### config.mk
export PLATFORM = sky130hd
export DESIGN_NAME = usec_wait_unit
export DESIGN_NICKNAME = d
export VERILOG_FILES = /design/src/rtl/usec_wait_pkg.sv /design/src/rtl/tmr_prescale.sv /design/src/rtl/tmr_edge_sync.sv /design/src/rtl/tmr_regbank.sv /design/src/rtl/usec_wait_unit.sv
export SDC_FILE = /design/constraint.sdc
export NUM_CORES = 1
export LEC_CHECK = 0
export BUFFER_PORTS_ARGS = -buffer_cell sky130_fd_sc_hd__buf_4
export CAP_MARGIN = 20
export CORE_ASPECT_RATIO = 0.8
export CORE_MARGIN = 1
export CORE_UTILIZATION = 35
export CTS_BUF_LIST = sky130_fd_sc_hd__clkbuf_16
export DETAILED_ROUTE_END_ITERATION = 8
export GPL_ROUTABILITY_DRIVEN = 1
export GPL_TIMING_DRIVEN = 0
export PLACE_DENSITY = 0.62
export SLEW_MARGIN = 15
export SYNTH_ARGS = -nofsm -noshare
export SYNTH_HDL_FRONTEND = slang
export SYNTH_SLANG_ARGS = --single-unit
### constraint.sdc
create_clock -name clk -period 3.5 [get_ports clk]
set_input_delay 0.7 -clock clk [delete_from_list [all_inputs] [get_ports clk]]
set_output_delay 0.7 -clock clk [all_outputs]
set_load 0.005 [all_outputs]
### src/rtl/usec_wait_pkg.sv
package usec_wait_pkg;

    typedef enum logic [2:0] {K_STAMP, K_DELAY, K_TMO, K_EVT, K_SCR, K_NONE} kind_e;

    typedef struct packed {
        kind_e      kind;
        logic [3:0] sel;
    } dec_t;

    typedef enum logic [1:0] {ST_IDLE, ST_DLY, ST_EVT, ST_RESP} st_e;

    localparam int WORD_STAMP = 0;
    localparam int WORD_DELAY = 1;
    localparam int WORD_TMO   = 2;
    localparam int WORD_EVT0  = 3;
    localparam int WORD_SCR0  = 8;

    // Byte offset to register class; event slot n_evt is the any-input slot.
    function automatic dec_t decode_word(input int a, input int n_evt, input int n_scr);
        dec_t d;
        int   w;
        d.kind = K_NONE;
        d.sel  = '0;
        w      = a / 2;
        if (a % 2 != 0)                                d.kind = K_NONE;
        else if (w == WORD_STAMP)                      d.kind = K_STAMP;
        else if (w == WORD_DELAY)                      d.kind = K_DELAY;
        else if (w == WORD_TMO)                        d.kind = K_TMO;
        else if (w >= WORD_EVT0 && w <= WORD_EVT0 + n_evt) begin
            d.kind = K_EVT;
            d.sel  = 4'(w - WORD_EVT0);
        end
        else if (w >= WORD_SCR0 && w < WORD_SCR0 + n_scr) begin
            d.kind = K_SCR;
            d.sel  = 4'(w - WORD_SCR0);
        end
        return d;
    endfunction

endpackage

### src/rtl/tmr_prescale.sv
module tmr_prescale #(
    parameter int TPU = 50,
    parameter int DW  = 16
) (
    input  logic          clk,
    input  logic          rst,
    output logic          tick,
    output logic [DW-1:0] stamp
);
    localparam int PW = (TPU > 1) ? $clog2(TPU) : 1;

    logic [PW-1:0] pc;

    assign tick = (pc == PW'(TPU - 1));

    always_ff @(posedge clk) begin
        if (rst) begin
            pc    <= '0;
            stamp <= '0;
        end else begin
            pc <= tick ? '0 : pc + PW'(1);
            if (tick) stamp <= stamp + DW'(1);
        end
    end

    assert_stamp_hold_R1: assert property (@(posedge clk) disable iff (rst)
        !tick |=> $stable(stamp));

    assert_stamp_step_R1: assert property (@(posedge clk) disable iff (rst)
        tick |=> stamp == $past(stamp) + DW'(1));

endmodule

### src/rtl/tmr_edge_sync.sv
module tmr_edge_sync #(
    parameter int N = 4
) (
    input  logic         clk,
    input  logic         rst,
    input  logic [N-1:0] pin,
    output logic [N-1:0] rise
);
    for (genvar g = 0; g < N; g++) begin : g_ch
        logic s1, s2, prev;
        always_ff @(posedge clk) begin
            if (rst) begin
                s1   <= 1'b0;
                s2   <= 1'b0;
                prev <= 1'b0;
            end else begin
                s1   <= pin[g];
                s2   <= s1;
                prev <= s2;
            end
        end
        assign rise[g] = s2 & ~prev;

        assert_rise_single_R7: assert property (@(posedge clk) disable iff (rst)
            rise[g] |=> !rise[g]);
    end

endmodule

### src/rtl/tmr_regbank.sv
module tmr_regbank
    import usec_wait_pkg::*;
#(
    parameter int DW    = 16,
    parameter int N_SCR = 8
) (
    input  logic          clk,
    input  logic          rst,
    input  logic          wr_en,
    input  dec_t          dec,
    input  logic [DW-1:0] wdata,
    input  logic [DW-1:0] stamp,
    output logic [DW-1:0] rd_val,
    output logic [DW-1:0] tmo
);
    logic [DW-1:0] dly_q;
    logic [DW-1:0] tmo_q;
    logic [DW-1:0] scr_q [N_SCR];

    always_ff @(posedge clk) begin
        if (rst) begin
            dly_q <= '0;
            tmo_q <= '0;
        end else if (wr_en) begin
            if (dec.kind == K_DELAY) dly_q <= wdata;
            if (dec.kind == K_TMO)   tmo_q <= wdata;
        end
    end

    for (genvar g = 0; g < N_SCR; g++) begin : g_scr
        always_ff @(posedge clk) begin
            if (rst)
                scr_q[g] <= '0;
            else if (wr_en && dec.kind == K_SCR && dec.sel == 4'(g))
                scr_q[g] <= wdata;
        end
    end

    always_comb begin
        rd_val = '0;
        case (dec.kind)
            K_STAMP: rd_val = stamp;
            K_DELAY: rd_val = dly_q;
            K_TMO:   rd_val = tmo_q;
            K_SCR: begin
                for (int i = 0; i < N_SCR; i++)
                    if (dec.sel == 4'(i)) rd_val = scr_q[i];
            end
            default: rd_val = '0;
        endcase
    end

    assign tmo = tmo_q;

    assert_tmo_hold_R5: assert property (@(posedge clk) disable iff (rst)
        !(wr_en && dec.kind == K_TMO) |=> $stable(tmo_q));

endmodule

### src/rtl/usec_wait_unit.sv
module usec_wait_unit
    import usec_wait_pkg::*;
#(
    parameter int CLK_HZ = 50_000_000,
    parameter int DW     = 16,
    parameter int N_EVT  = 4,
    parameter int N_SCR  = 8,
    parameter int ADDR_W = 5
) (
    input  logic              clk,
    input  logic              rst,
    input  logic [N_EVT-1:0]  evt_in,
    input  logic              req,
    input  logic              we,
    input  logic [ADDR_W-1:0] addr,
    input  logic [DW-1:0]     wdata,
    output logic [DW-1:0]     rdata,
    output logic              ready,
    output logic              tmo_err
);
    localparam int TPU = CLK_HZ / 1_000_000;

    logic             tick;
    logic [DW-1:0]    stamp;
    logic [N_EVT-1:0] rise;
    logic [DW-1:0]    rd_val;
    logic [DW-1:0]    tmo;
    dec_t             dec;
    logic             wr_en;

    st_e              st;
    logic [DW-1:0]    remain;
    logic [DW-1:0]    elapsed;
    logic [1:0]       arm;
    logic [3:0]       evt_sel;
    logic             sel_rise;
    logic             hit;

    tmr_prescale #(.TPU(TPU), .DW(DW)) u_pre (
        .clk(clk), .rst(rst), .tick(tick), .stamp(stamp));

    tmr_edge_sync #(.N(N_EVT)) u_sync (
        .clk(clk), .rst(rst), .pin(evt_in), .rise(rise));

    assign dec   = decode_word(int'(addr), N_EVT, N_SCR);
    assign wr_en = (st == ST_IDLE) && req && we;

    tmr_regbank #(.DW(DW), .N_SCR(N_SCR)) u_regs (
        .clk(clk), .rst(rst), .wr_en(wr_en), .dec(dec), .wdata(wdata),
        .stamp(stamp), .rd_val(rd_val), .tmo(tmo));

    always_comb begin
        sel_rise = 1'b0;
        for (int i = 0; i < N_EVT; i++)
            if (evt_sel == 4'(i)) sel_rise = rise[i];
        if (evt_sel == 4'(N_EVT)) sel_rise = |rise;
    end

    assign hit = (arm == 2'd0) && sel_rise;

    always_ff @(posedge clk) begin
        if (rst) begin
            st      <= ST_IDLE;
            ready   <= 1'b0;
            rdata   <= '0;
            tmo_err <= 1'b0;
            remain  <= '0;
            elapsed <= '0;
            arm     <= '0;
            evt_sel <= '0;
        end else begin
            case (st)
                ST_IDLE: begin
                    if (req) begin
                        if (dec.kind == K_DELAY && we && wdata != '0) begin
                            st     <= ST_DLY;
                            remain <= wdata;
                        end else if (dec.kind == K_EVT) begin
                            st      <= ST_EVT;
                            elapsed <= '0;
                            arm     <= 2'd2;
                            evt_sel <= dec.sel;
                            tmo_err <= 1'b0;
                        end else begin
                            st    <= ST_RESP;
                            ready <= 1'b1;
                            rdata <= we ? '0 : rd_val;
                        end
                    end
                end
                ST_DLY: begin
                    if (tick) begin
                        remain <= remain - DW'(1);
                        if (remain == DW'(1)) begin
                            st    <= ST_RESP;
                            ready <= 1'b1;
                            rdata <= '0;
                        end
                    end
                end
                ST_EVT: begin
                    if (arm != 2'd0) arm <= arm - 2'd1;
                    if (hit) begin
                        st    <= ST_RESP;
                        ready <= 1'b1;
                        rdata <= elapsed;
                    end else if (tick) begin
                        elapsed <= elapsed + DW'(1);
                        if (tmo != '0 && elapsed + DW'(1) == tmo) begin
                            st      <= ST_RESP;
                            ready   <= 1'b1;
                            rdata   <= tmo;
                            tmo_err <= 1'b1;
                        end
                    end
                end
                default: begin
                    ready <= 1'b0;
                    st    <= ST_IDLE;
                end
            endcase
        end
    end

    assert_ready_pulse_R12: assert property (@(posedge clk) disable iff (rst)
        ready |=> !ready);

    assert_dly_on_tick_R3: assert property (@(posedge clk) disable iff (rst)
        (st == ST_DLY) && !tick |=> !ready);

    assert_evt_blank_R7: assert property (@(posedge clk) disable iff (rst)
        (st == ST_EVT) && (arm != 2'd0) && !tick |=> !ready);

    assert_err_on_done_R9: assert property (@(posedge clk) disable iff (rst)
        $rose(tmo_err) |-> ready);

    assert_err_clear_R10: assert property (@(posedge clk) disable iff (rst)
        (st == ST_IDLE) && req && (dec.kind == K_EVT) |=> !tmo_err);

endmodule

# == After elaboration in Yosys (flattened, before gate mapping) ==
# Memory sizes are Yosys's and may differ from the RTL's.
# Cells that the tools add are included.
# word_totals
register_bits,124
mem_bits_rw,128
in_bits,29
elab_cells,235
memories,1
# memory_table
name,words,width,rd,rd_ports_with_merged_regs,wr,line_no,source
u_regs.scr_q,8,16,8,0,8,tmr_regbank.sv:18,logic [DW-1:0] scr_q [N_SCR];
# op_classes
add_sub_neg,7
magnitude_cmp,4
eq_ne,35
muxes,106
bitwise,17
n_reduce_logical,41
# ops
operator,n
two-way mux 16 bit,33
one-hot mux 16 bit (2 select lines),2
one-hot mux 16 bit (4 select lines),1
one-hot mux 16 bit (3 select lines),1
two-way mux 1 bit,44
"adder 16 x 1 -> 16 bit, second input constant",2
logical NOT 32 bit,1
nonzero test 16 bit,2
"equality test 4 x 3 -> 1 bit, second input constant",6
two-way mux 2 bit,11
"equality test 4 x 2 -> 1 bit, second input constant",5
logical AND 1 bit,17
"equality test 16 x 1 -> 1 bit, second input constant",1
equality test 16 bit,1
two-way mux 4 bit,4
"subtractor 16 x 1 -> 16 bit, second input constant",1
"!= test 2 bit, second input constant",7
AND reduction 7 bit,2
two-way mux 3 bit,4
AND reduction 5 bit,2
"equality test 4 x 1 -> 1 bit, second input constant",2
logical NOT 4 bit,2
"!= test 2 x 1 -> 1 bit, second input constant",4
OR 1 bit,8
34 further kinds,47

# == Longest topological paths before layout ==
# depth
ltp_word,23
ltp_mapped,14

# == Hierarchy ==
# Synthesis repeated with hierarchy kept, for this count alone.
# hier_totals
hier_cells,1408
hier_area_um2,13511.7
# modules_own_cells
mod,n_inst,cells_each,area_per_inst_um2
tmr_regbank,1,721,7992.7
usec_wait_unit,1,546,4116.4
tmr_prescale,1,112,1011.0
tmr_edge_sync,1,29,391.6

# == Least setup slack after synthesis ==
# Ideal clock, no wire load.
# synth_path
path_kind,in2reg
from,input port addr[1]
to,"memory u_regs.scr_q[2][0], in the netlist u_regs.scr_q[0][32] (enable)"
setup_ps,392
arrival_ps,3123
setup_slack_ps,-15
stages,8
path_cell_list,buf_2 -> inv_1 -> ha_1 -> inv_1 -> o31ai_2 -> nand2_1 -> clkbuf_1 -> o21bai_1
# synth_lines
element,line_no,source
from (decl),usec_wait_unit.sv:15,"input logic [ADDR_W-1:0] addr,"
to (decl),tmr_regbank.sv:18,

# == Worst setup path after layout ==
# layout_path
from,input port addr[1]
to,register rdata[7]
# layout_between
elab_chain_cells,23
word_cells_on_any_way,53
# layout_rtl
element,line_no,source
< comparator 4 x 5 -> 1 bit / >= comparator 4 bit (equally long branches),usec_wait_pkg.sv:33,else if (w >= WORD_SCR0 && w < WORD_SCR0 + n_scr) begin
logical AND 1 bit,usec_wait_pkg.sv:33,
two-way mux 5 bit,usec_wait_pkg.sv:33,
two-way mux 7 bit,usec_wait_pkg.sv:29,else if (w >= WORD_EVT0 && w <= WORD_EVT0 + n_evt) begin
two-way mux 4 bit,usec_wait_pkg.sv:28,else if (w == WORD_TMO) d.kind = K_TMO;
two-way mux 4 bit,usec_wait_pkg.sv:27,else if (w == WORD_DELAY) d.kind = K_DELAY;
two-way mux 4 bit,usec_wait_pkg.sv:26,else if (w == WORD_STAMP) d.kind = K_STAMP;
two-way mux 4 bit,usec_wait_pkg.sv:25,if (a % 2 != 0) d.kind = K_NONE;
logical NOT 4 bit,tmr_regbank.sv:47,if (dec.sel == 4'(i)) rd_val = scr_q[i];
two-way mux 16 bit (8 in a row),tmr_regbank.sv:47,
one-hot mux 16 bit (4 select lines),tmr_regbank.sv:41,case (dec.kind)
two-way mux 16 bit,usec_wait_unit.sv:87,rdata <= we ? '0 : rd_val;
two-way mux 16 bit,usec_wait_unit.sv:78,end else if (dec.kind == K_EVT) begin
two-way mux 16 bit,usec_wait_unit.sv:75,if (dec.kind == K_DELAY && we && wdata != '0) begin
two-way mux 16 bit,usec_wait_unit.sv:74,if (req) begin
one-hot mux 16 bit (3 select lines),usec_wait_unit.sv:72,case (st)
to (signal assigned),usec_wait_unit.sv:87,
to (signal assigned),usec_wait_unit.sv:106,rdata <= elapsed;
to (signal assigned),usec_wait_unit.sv:112,rdata <= tmo;
to (decl),usec_wait_unit.sv:17,"output logic [DW-1:0] rdata,"
# Parallel ways exist; a longest one is shown, timed or not. The select of a mux whose other input is x is not followed.
# A chain may end at the register's enable or synchronous reset.

==> metrics.cfg <==
[drt]
via_per_inst=5.91
firstDrtPassIters=7
drt_iter0_markers=1573
drt-wirelength-per-cell_um=22.6
ant_nets=0
vias=11591
drc=0
finalWirelength_um=44300

[synthesis]
synth_compound_area_frac=0.187
synthArstFlopShare=0
synthAdderAreaFrac=0.0145
synth_top_flop_cell=edfxtp_1
synthMuxAreaShare=0.0140
syn_area_um2=12900
yosysWarnings=0
synth_seq_cells=252
synth_fp_nets=1426
ys_types=86
yosysSeqAreaShare=0.489
synthCells=1382
synthSimpleGateAreaFrac=0.223
synth-xor-area-share=0.0251
synth-edff-count=128
syn_area_per_cell_um2=9.36
synth_top_family_by_area=simple AND/OR/NAND/NOR gates

[finish]
fin_nets=1504
synthToLayoutAreaGrowth_pct=15.0
antenna_cells=0
drive_above_1_share=0.115

[power_and_ir_drop]
power_w=0.00827
p_clk_frac=0.358
sw_frac_of_total=0.318
power.density_nw_per_um2=556
p_seq_frac=0.418
p_int_w=0.00564
p_sw_w=0.00263
leakagePower_nw=5.07
share_comb_of_total_power=0.224
peakVddDrop_uv=407

[sta]
slew_headroom=0.330
max_freq_mhz=291
slew_viol_final=0
holdWs_ps=358
setup_viol=0
worst_pin_slew_ps=1000
fin_crit_ps=3440
hold_viol=0
finalClockSkew_ps=14.6
fin_crit_sh=0.982

[worst_setup_path]
worst-r2r-cell-count=11
path_max_fanout=10
end_kind=register
r2r_slack_ps=250
crit_start=addr[1]
cp.arrival_ps=3850
worstPathRequired_ps=3910
r2r-end=rdata[11]
r2r-start=arm[0]
critical_path_class=input port to register
cp-endpoint=rdata[7]
cp-start-kind=input port

[grt]
use_met1=0.362
use_met2=0.314
antenna_found_initial=1
grt.overflow.total=0
grt_max_degree=17
use_met3=0.0402
grt_pass1_vias=10509
busiest_layer=met1
grtUsageTotal=0.230
grt_pass1_wl_um=65500

[clock_network]
clock_latency_ps=570
clockBufferDepth=3
root_buffer=clkbuf_16
clk_pin_slew_ps=60
numCtsBuffers=27
cts_tree=done
cts.htree.levels=1
cts_sinks=252

[floorplanning]
die_y_um=174
io_pins=47
die-area_um2=37700
coreArea_um2=36100
die_w_um=217
initial_core_util=0.358
core.rowCount=62

[run]
drv_cap=0

[hold_path]
hold_path.class=input port to register

[placed_design]
place.gp.congestion=1.01
post-dp-hpwl_um=31800
io_buffers=45

[status]
outcome=finished clean

[synth_stat cells (all sizes together), types with 15 or more instances]
cell	instances	area [um2]
nand2	142	536
edfxtp	128	3840
a21oi	125	626
dfxtp	124	2480
nor2	105	399
and2	95	597
nor3	86	440
clkbuf	79	299
o21ai	51	255
o22ai	40	250
buf	33	193
a211oi	27	253
a221oi	27	236
inv	27	101
nand3	23	120
nor4	20	161
xor2	20	175
nor2b	19	119
mux2i	17	170
xnor2	17	149
a222oi	16	160
and3	16	100
ha	15	188
[flip-flops by register name (all words and copies together) (netlist names), 6 cells and up]
register / cells
remain: 16
u_pre.stamp: 16
rdata: 16
u_regs.scr_q: 128
u_pre.pc: 6
elapsed: 16
u_regs.tmo: 16
u_regs.dly_q: 16
[through the flow]
stage                     setup slack, ps  setup TNS, ps  area, um2   util  instances
final                                62.9              0      14900  0.411       1961
after global routing                -5.23          -5.23      14900  0.411       1961
after CTS                            24.5              0      14800  0.410       1961
after detailed placement             -652         -65350      13900  0.384       1908
after global placement              -1180         -85800      13900  0.384       1907
after floorplan                       152              0      12900      -       1382
[cell usage in the layout (no fill, tap or decap), drive strengths merged, types with 5 or more instances in the layout]
| master | instances |
|---|---|
| nor4 | 20 |
| nor2 | 105 |
| a21boi | 7 |
| o32ai | 6 |
| ha | 15 |
| buf | 82 |
| and3 | 16 |
| o21ai | 51 |
| clkinv | 14 |
| nand3 | 23 |
| inv | 31 |
| xnor2 | 17 |
| nand4 | 9 |
| nor4b | 6 |
| nor3 | 86 |
| o22ai | 40 |
| or3 | 12 |
| nor2b | 19 |
| and2 | 95 |
| a22oi | 11 |
| a221oi | 27 |
| clkinvlp | 6 |
| a31oi | 7 |
| nand2 | 142 |
| a211oi | 27 |
| mux2i | 17 |
| a222oi | 16 |
| a21oi | 125 |
| xor2 | 20 |
| nand3b | 5 |
| a311oi | 7 |
| dfxtp | 124 |
| clkbuf | 106 |
| nand2b | 6 |
| edfxtp | 128 |
[worst max-delay path, cell delays in order]
cell      delay [ps]
buf_4            120
buf_2            220
inv_1            150
ha_1             390
inv_1            140
o32a_4           430
nand2b_1         170
clkbuf_2         230
o21ai_0          580
a221oi_1         210
nor3_1           380
a211oi_2         120
[metal layers]
metal | vias to the layer above | wire length, um
met5 | - | 0
met4 | 0 | 1420
met3 | 94 | 5280
met2 | 706 | 17500
met1 | 5565 | 20100
li1 | 5226 | -
[power by group through the flow]
stage / logic, W / clock network [W] / registers (W)
6_report: 0.00185 / 0.00296 / 0.00346
5_1_grt: 0.00200 / 0.00311 / 0.00347
4_1_cts: 0.00180 / 0.00299 / 0.00345
3_5_place_dp: 0.00178 / 0 / 0.00351
3_3_place_gp: 0.00175 / 0 / 0.00350
2_1_floorplan: 0.00121 / 0 / 0.00346
[area by class of cell]
class	count	area, um2
buffer	112	497
clock buffer	27	676
clock inverter	23	221
fill	3590	21300
inverter	32	120
multi-input combinational	986	6060
sequential	252	6330
tap	480	601
timing repair buffer	49	372
[worst min-delay path by stage]
stage	start	end	slack, ps	cells after the start
after global routing	evt_in[2]	u_sync.g_ch[2].s1	350	2
after floorplan	u_sync.g_ch[0].s1	u_sync.g_ch[0].s2	410	1
final	evt_in[2]	u_sync.g_ch[2].s1	360	2
after global placement	u_sync.g_ch[2].s1	u_sync.g_ch[2].s2	420	1
after detailed placement	u_sync.g_ch[1].s1	u_sync.g_ch[1].s2	430	1
after CTS	evt_in[2]	u_sync.g_ch[2].s1	340	2
[kinds of logic after synthesis]
group,count (synthesis)
muxes,18
xor gates and xnor gates,37
AOI/OAI and AO/OA,360
DFF,252
buffers and inverters,144
and+or+nand+nor,556
adders and majority gates,15
[what timing repair did]
item                                    4_1_cts  5_1_grt
gates cloned                                  0        0
pin swaps                                     1        0
resized for setup                             2       19
hold endpoints to repair                      0        0
hold buffers                                  0        0
endpoints found under the setup margin       28       58
buffers inserted                              3        0
No activity file was read; power rests on OpenSTA's default activity.
